**config.mk**
```make
export PLATFORM = sky130hd
export DESIGN_NAME = arb_monitor
export DESIGN_NICKNAME = d
export VERILOG_FILES = /design/src/rtl/arb_monitor_pkg.sv /design/src/rtl/arb_monitor_dp.sv /design/src/rtl/arb_monitor_ctrl.sv /design/src/rtl/arb_monitor.sv
export SDC_FILE = /design/constraint.sdc
export NUM_CORES = 1
export LEC_CHECK = 0
export ABC_CLOCK_PERIOD_IN_PS = 3300
export BUFFER_PORTS_ARGS = -buffer_cell sky130_fd_sc_hd__buf_2
export CORE_AREA = 2 2 39 41
export DETAILED_ROUTE_END_ITERATION = 12
export DIE_AREA = 0 0 41 43
export HOLD_SLACK_MARGIN = 0.15
export PLACE_DENSITY = 0.31
export SLEW_MARGIN = 20
export SYNTH_ARGS = -nofsm -noshare
export SYNTH_HDL_FRONTEND = slang
export SYNTH_SLANG_ARGS = --single-unit
```
**constraint.sdc**
```tcl
create_clock -name clk -period 3.3 [get_ports clk]
set_clock_uncertainty 0.15 [all_clocks]
set_input_delay 0.165 -clock clk [delete_from_list [all_inputs] [get_ports clk]]
set_output_delay 0.165 -clock clk [all_outputs]
set_load 0.05 [all_outputs]
```
**src/rtl/arb_monitor_pkg.sv**
```systemverilog
package arb_monitor_pkg;

  typedef enum logic [1:0] {
    ARB_IDLE = 2'd0,
    ARB_SEND = 2'd1,
    ARB_LOCK = 2'd2
  } arbState_t;

  typedef struct packed {
    logic permit;
    logic setLost;
    logic clearLost;
  } arbCtrl_t;

endpackage

```
**src/rtl/arb_monitor_dp.sv**
```systemverilog
module arb_monitor_dp
  import arb_monitor_pkg::*;
#(
  parameter bit ANY_MISMATCH = 1'b1
) (
  input  logic     clk,
  input  logic     rstN,
  input  logic     bitStrobe,
  input  logic     txBit,
  input  logic     rxBit,
  input  arbCtrl_t ctrl,
  output logic     bitClash,
  output logic     lostFlag,
  output logic     driveBit
);

  logic disagree;

  generate
    if (ANY_MISMATCH) begin : gAnyDir
      assign disagree = txBit ^ rxBit;
    end else begin : gRecessiveOnly
      assign disagree = txBit & ~rxBit;
    end
  endgenerate

  assign bitClash = bitStrobe & disagree;

  always_ff @(posedge clk or negedge rstN) begin
    if (!rstN) begin
      lostFlag <= 1'b0;
    end else if (ctrl.clearLost) begin
      lostFlag <= 1'b0;
    end else if (ctrl.setLost) begin
      lostFlag <= 1'b1;
    end
  end

  assign driveBit = ctrl.permit ? txBit : 1'b1;

endmodule

```
**src/rtl/arb_monitor_ctrl.sv**
```systemverilog
module arb_monitor_ctrl
  import arb_monitor_pkg::*;
(
  input  logic      clk,
  input  logic      rstN,
  input  logic      frameStart,
  input  logic      ifsDetect,
  input  logic      bitClash,
  output arbCtrl_t  ctrl,
  output arbState_t state
);

  arbState_t nextState;
  logic      acceptStart;

  assign acceptStart = frameStart & (ifsDetect | (state == ARB_IDLE));

  always_comb begin
    nextState = state;
    if (ifsDetect) begin
      nextState = frameStart ? ARB_SEND : ARB_IDLE;
    end else begin
      unique case (state)
        ARB_IDLE: if (frameStart) nextState = ARB_SEND;
        ARB_SEND: if (bitClash) nextState = ARB_LOCK;
        ARB_LOCK: nextState = ARB_LOCK;
        default:  nextState = ARB_IDLE;
      endcase
    end
  end

  always_ff @(posedge clk or negedge rstN) begin
    if (!rstN) begin
      state <= ARB_IDLE;
    end else begin
      state <= nextState;
    end
  end

  always_comb begin
    ctrl.permit    = (state == ARB_SEND);
    ctrl.setLost   = (state == ARB_SEND) & bitClash & ~ifsDetect;
    ctrl.clearLost = acceptStart;
  end

endmodule

```
**src/rtl/arb_monitor.sv**
```systemverilog
module arb_monitor
  import arb_monitor_pkg::*;
#(
  parameter bit ANY_MISMATCH = 1'b1
) (
  input  logic clk,
  input  logic rstN,
  input  logic bitStrobe,
  input  logic txBit,
  input  logic rxBit,
  input  logic frameStart,
  input  logic ifsDetect,
  output logic txPermit,
  output logic arbLost,
  output logic driveBit
);

  arbCtrl_t  ctrl;
  arbState_t ctrlState;
  logic      bitClash;

  arb_monitor_ctrl u_ctrl (
    .clk        (clk),
    .rstN       (rstN),
    .frameStart (frameStart),
    .ifsDetect  (ifsDetect),
    .bitClash   (bitClash),
    .ctrl       (ctrl),
    .state      (ctrlState)
  );

  arb_monitor_dp #(.ANY_MISMATCH(ANY_MISMATCH)) u_dp (
    .clk       (clk),
    .rstN      (rstN),
    .bitStrobe (bitStrobe),
    .txBit     (txBit),
    .rxBit     (rxBit),
    .ctrl      (ctrl),
    .bitClash  (bitClash),
    .lostFlag  (arbLost),
    .driveBit  (driveBit)
  );

  assign txPermit = ctrl.permit;

endmodule

```
* After elaboration in Yosys (flattened, before gate mapping)
Cells that the tools add are included.
Storage, ports and cells: bits in registers 3, input bits 7, output and inout port bits 3
Cells by class: equality and inequality tests 4, mux-type cells 8, bitwise gates (word level) 7, reduce and logical (&&, ||, !) cells 3
Operators with widths (count):
- $mux W2 | 3
- $pmux W2 S3 | 1
- $and A1 B1 Y1 | 4
- $mux W1 | 4
- $ne A3 B2 Y1 const B | 1
- $ne A3 B3 Y1 const B | 1
- $eq A2 B1 Y1 const B | 1
- $eq A2 B2 Y1 const B | 1
- $logic_not A2 Y1 | 1
- $reduce_and A2 Y1 | 1
- $reduce_bool A2 Y1 | 1
- $not A1 Y1 | 1
- $or A1 B1 Y1 | 1
- $xor A1 B1 Y1 | 1

* Depth between registers and ports, before layout
depth after elaboration 6, mapped depth 6, depth with buffers taken out 6

* Cells and area by module
A second synthesis with hierarchy kept.
Unflattened totals: cells, all modules 25, area, all modules 229.0 um^2
By module, submodules not included:
- arb_monitor_ctrl | instances 1, cells each 19, area an instance 175.2 um^2, seq. area each 50.0 um^2
- arb_monitor_dp | instances 1, cells each 6, area an instance 53.8 um^2, seq. area each 25.0 um^2

* Worst setup path before layout
Ideal clock, no wire load.
path type register -> output, start point register u_ctrl.state[1], end point output driveBit, arrival time 1.357 ns, slack 1.628 ns, cell stages (with the launch flop) 4, buffers on the path 0, path through dfrtp_1 -> inv_1 -> ha_1 -> nand2b_1
Between the ends: longest elaborated chain between the ends 2
Ends and longest elaborated chain:
- start, declared | RTL line arb_monitor_ctrl.sv:10 | output arbState_t state
- start signal, assigned | RTL line arb_monitor_ctrl.sv:36 | state <= nextState;
- $eq A2 B1 Y1 | RTL line arb_monitor_ctrl.sv:41 | ctrl.permit = (state == ARB_SEND);
- named net txPermit | RTL line arb_monitor.sv:13 | output logic txPermit,
- $mux W1 | RTL line arb_monitor_dp.sv:39 | assign driveBit = ctrl.permit ? txBit : 1'b1;
- end, declared | RTL line arb_monitor.sv:15 | output logic driveBit
The timed path passes the listed nets, and every way through them passes these cells.

* Worst setup path after layout
start point register u_ctrl.state[1], end point register u_dp.lostFlag
Between the ends: longest elaborated chain between the ends 4
Ends and longest elaborated chain:
- $eq A2 B1 Y1 or $logic_not A2 Y1 (tied branches) | RTL line arb_monitor_ctrl.sv:42, arb_monitor_ctrl.sv:16
- $and A1 B1 Y1 or $or A1 B1 Y1 (tied branches) | RTL line arb_monitor_ctrl.sv:42, arb_monitor_ctrl.sv:16
- $and A1 B1 Y1, on equally long branches | RTL line arb_monitor_ctrl.sv:42, arb_monitor_ctrl.sv:16
- $reduce_bool A2 Y1 (no source line) or $mux W1 (tied branches)
- end signal, assigned | RTL line arb_monitor_dp.sv:31 | lostFlag <= 1'b0;
- end signal, assigned | RTL line arb_monitor_dp.sv:33 | lostFlag <= 1'b0;
- end signal, assigned | RTL line arb_monitor_dp.sv:35 | lostFlag <= 1'b1;
- end, declared | RTL line arb_monitor_dp.sv:13 | output logic lostFlag,
Parallel ways exist; a longest one is shown, timed or not. A chain may end at the register's enable or synchronous reset.

==> flow_summary.json <==
{
  "numCtsBuffers": 3,
  "cts_tree": "done",
  "wl_per_cell_um": 9.53,
  "grt_first_pass_wirelength_um": 917,
  "via_count": 243,
  "power_frac_clock_pct": 24.0,
  "path_depth": 5,
  "cts.clk_slew.worst_paths_ns": 0.04,
  "synth_seq_cells": 3,
  "grt_max_degree": 6,
  "peakVddDrop_mv": 0.193,
  "leakagePower_nw": 0.176,
  "p_sw_share_pct": 47.3,
  "internal_power_mw": 0.143,
  "fmax_mhz": 582,
  "worstSetupEndpointType": "flop",
  "ant_nets": 0,
  "wirelength_um": 553,
  "layout_worst_path_cycle_share_pct": 52.1,
  "period_minus_slack_ns": 1.72,
  "drive_above_1_share_pct": 28.6,
  "synth_top_area_share_pct": 36.6,
  "synth_area_um2": 205,
  "start_kind": "flop",
  "path_buf_inv": 2,
  "whs_ns": 0.254,
  "place_congestion": 0.734,
  "yosysSeqAreaShare_pct": 36.6,
  "core_mm2": 0.00138,
  "slew_viol_final": 0,
  "multiInputGateArea_um2": 111,
  "synthTopCellsByCount": "inv_1, dfrtp_1, nor2_1",
  "maxCapViolCount": 0,
  "setup_violations": 0,
  "cp_top_family": "buffers and inverters",
  "first_pass_iters": 4,
  "cp-startpoint": "u_ctrl.state[1]",
  "status": "finished clean",
  "cts_root_buf": "clkbuf_4",
  "setup_ws_ns": 1.58,
  "clk_latency_ns": 0.23,
  "yosys.area.top_type": "dfrtp_1",
  "p_per_area_mw_per_mm2": 786,
  "syn_area_per_cell_um2": 8.55,
  "areaGrowthSynthToFinish_pct": 68.9,
  "cts_sinks": 3,
  "synth.most_common_cell": "inv_1",
  "critPathCapture": "u_dp.lostFlag",
  "layout.nets": 52,
  "pin_count": 10,
  "rrSetupSlack_ns": 1.58,
  "dp_hpwl_um": 427,
  "syn_inst": 24,
  "cp_slowest_stage_delay_ns": 0.57,
  "cts_buffer_depth": 2,
  "synth_flop_cell": "dfrtp_1",
  "rr_startpoint": "u_ctrl.state[1]",
  "first_iter_violations": 2,
  "hold_path.startpoint": "bitStrobe",
  "start_util_pct": 14.8,
  "async_flop_share_pct": 100,
  "cp_data_required_time_ns": 3.32,
  "min_path_type": "in2reg",
  "antenna_cells": 0,
  "viasPerCell": 4.19,
  "port_buffers": 9,
  "synth_fp_nets": 33,
  "ff2ff_path_depth": 5,
  "rows": 14,
  "seq_power_share_pct": 20.6,
  "crit_chain": "inv_1 -> ha_1 -> a31oi_1 -> a211oi_1 -> dlygate4sd3_1",
  "reg2reg_to": "u_dp.lostFlag",
  "die_area_mm2": 0.00176,
  "antenna_found_initial": 0,
  "worst_pin_slew_ns": 0.345,
  "crit_arrival_ns": 1.74,
  "synth.yosys.warnings": 0,
  "worst-path-max-fanout": 4,
  "relSlewSlack_pct": 76.7,
  "htree_levels": 1,
  "comb_power_share_pct": 55.4,
  "p_switching_mw": 0.129,
  "hold_violations": 0,
  "crit_type": "reg2reg",
  "grt_usage_pct": 8.73,
  "tns_ns": 0,
  "ff_latch_area_um2": 75.1,
  "synth_edf_count": 0,
  "ys_types": 14,
  "rsz0062_at_grt": "no",
  "post_synth_main_area_contributors": "dfrtp_1, ha_1, inv_1",
  "overflow": 0,
  "die_h_um": 43,
  "drcViolationCount": 0,
  "place_ws_ns": 1.85,
  "grt_pass1_vias": 242,
  "n_fill_cell": 158,
  "crit_slowest_cell": "dlygate4sd3_1",
  "fp.dieW_um": 41
}
-- placed cells by master (no fill, tap or decap), types with 2 or more instances in the layout --
cell and n:
inv_1 5, dfrtp_1 3, dlygate4sd3_1 5, buf_2 9, ha_1 2, clkbuf_4 3
o21ai_0 2, nor2_1 3
-- cell families (layout without fill, tap and decap cells) --
group,Yosys count,count (layout),share of synthesized area [%]
AOI/OAI and AO/OA,8,8,27.4
and+or+nand+nor,5,5,10.4
buffers and inverters,5,23,9.15
DFF,3,3,36.6
adders and majority gates,2,2,12.2
xor gates and xnor gates,1,1,4.27
-- power by group through the flow --
stage	logic, mW	registers (mW)	clock network (mW)
6_report	0.151	0.0560	0.0654
5_1_grt	0.166	0.0577	0.0753
4_1_cts	0.151	0.0566	0.0695
3_3_place_gp	0.141	0.0579	0
2_1_floorplan	0.106	0.0610	0
3_5_place_dp	0.144	0.0571	0
-- layout make-up --
type | count | area share (%)
Clock buffer | 4 | 7.58
Inverter | 5 | 5.42
Multi-Input combinational cell | 16 | 32.1
Sequential cell | 3 | 21.7
Tap cell | 16 | 5.78
Timing Repair Buffer | 14 | 27.4
-- routing by layer --
layer | wire length [µm] | GRT usage (%)
met5 | 0 | 0
met4 | 12 | 6.00
met3 | 42 | 7.85
met2 | 269 | 10.9
met1 | 229 | 8.97
-- metrics by stage --
step	area, µm²	cells	power (mW)	utilization [%]
CTS	347	58	0.277	25.0
floorplan	205	24	0.166	-
global placement	270	49	0.199	19.5
detailed placement	270	49	0.201	19.5
global route	347	58	0.299	25.0
finish	347	58	0.272	25.0
-- registers in the layout, summed over array words and instances, names as in the netlist --
register / cells
u_dp.lostFlag: 1
u_ctrl.state: 2
-- how the worst min path moves through the flow --
stage | to | slack (ns) | depth (start not counted)
after global placement | u_dp.lostFlag | -0.19 | 1
after CTS | u_ctrl.state[1] | 0.25 | 4
final | u_ctrl.state[1] | 0.25 | 4
after floorplan | u_ctrl.state[0] | -0.28 | 0
after global routing | u_ctrl.state[0] | 0.28 | 3
after detailed placement | u_dp.lostFlag | -0.19 | 1
-- repair_timing --
item | CTS | global route
hold buffers | 5 | 0
gates resized for setup | 0 | 0
buffers inserted | 0 | 0
hold endpoints to repair | 6 | 0
-- tightest hold or removal path, cell delays in order --
cell and delay [ns]:
buf_2 0.09, a21boi_1 0.10, o21ai_0 0.15, o41ai_1 0.08
Power figures use the tool's default switching activity.
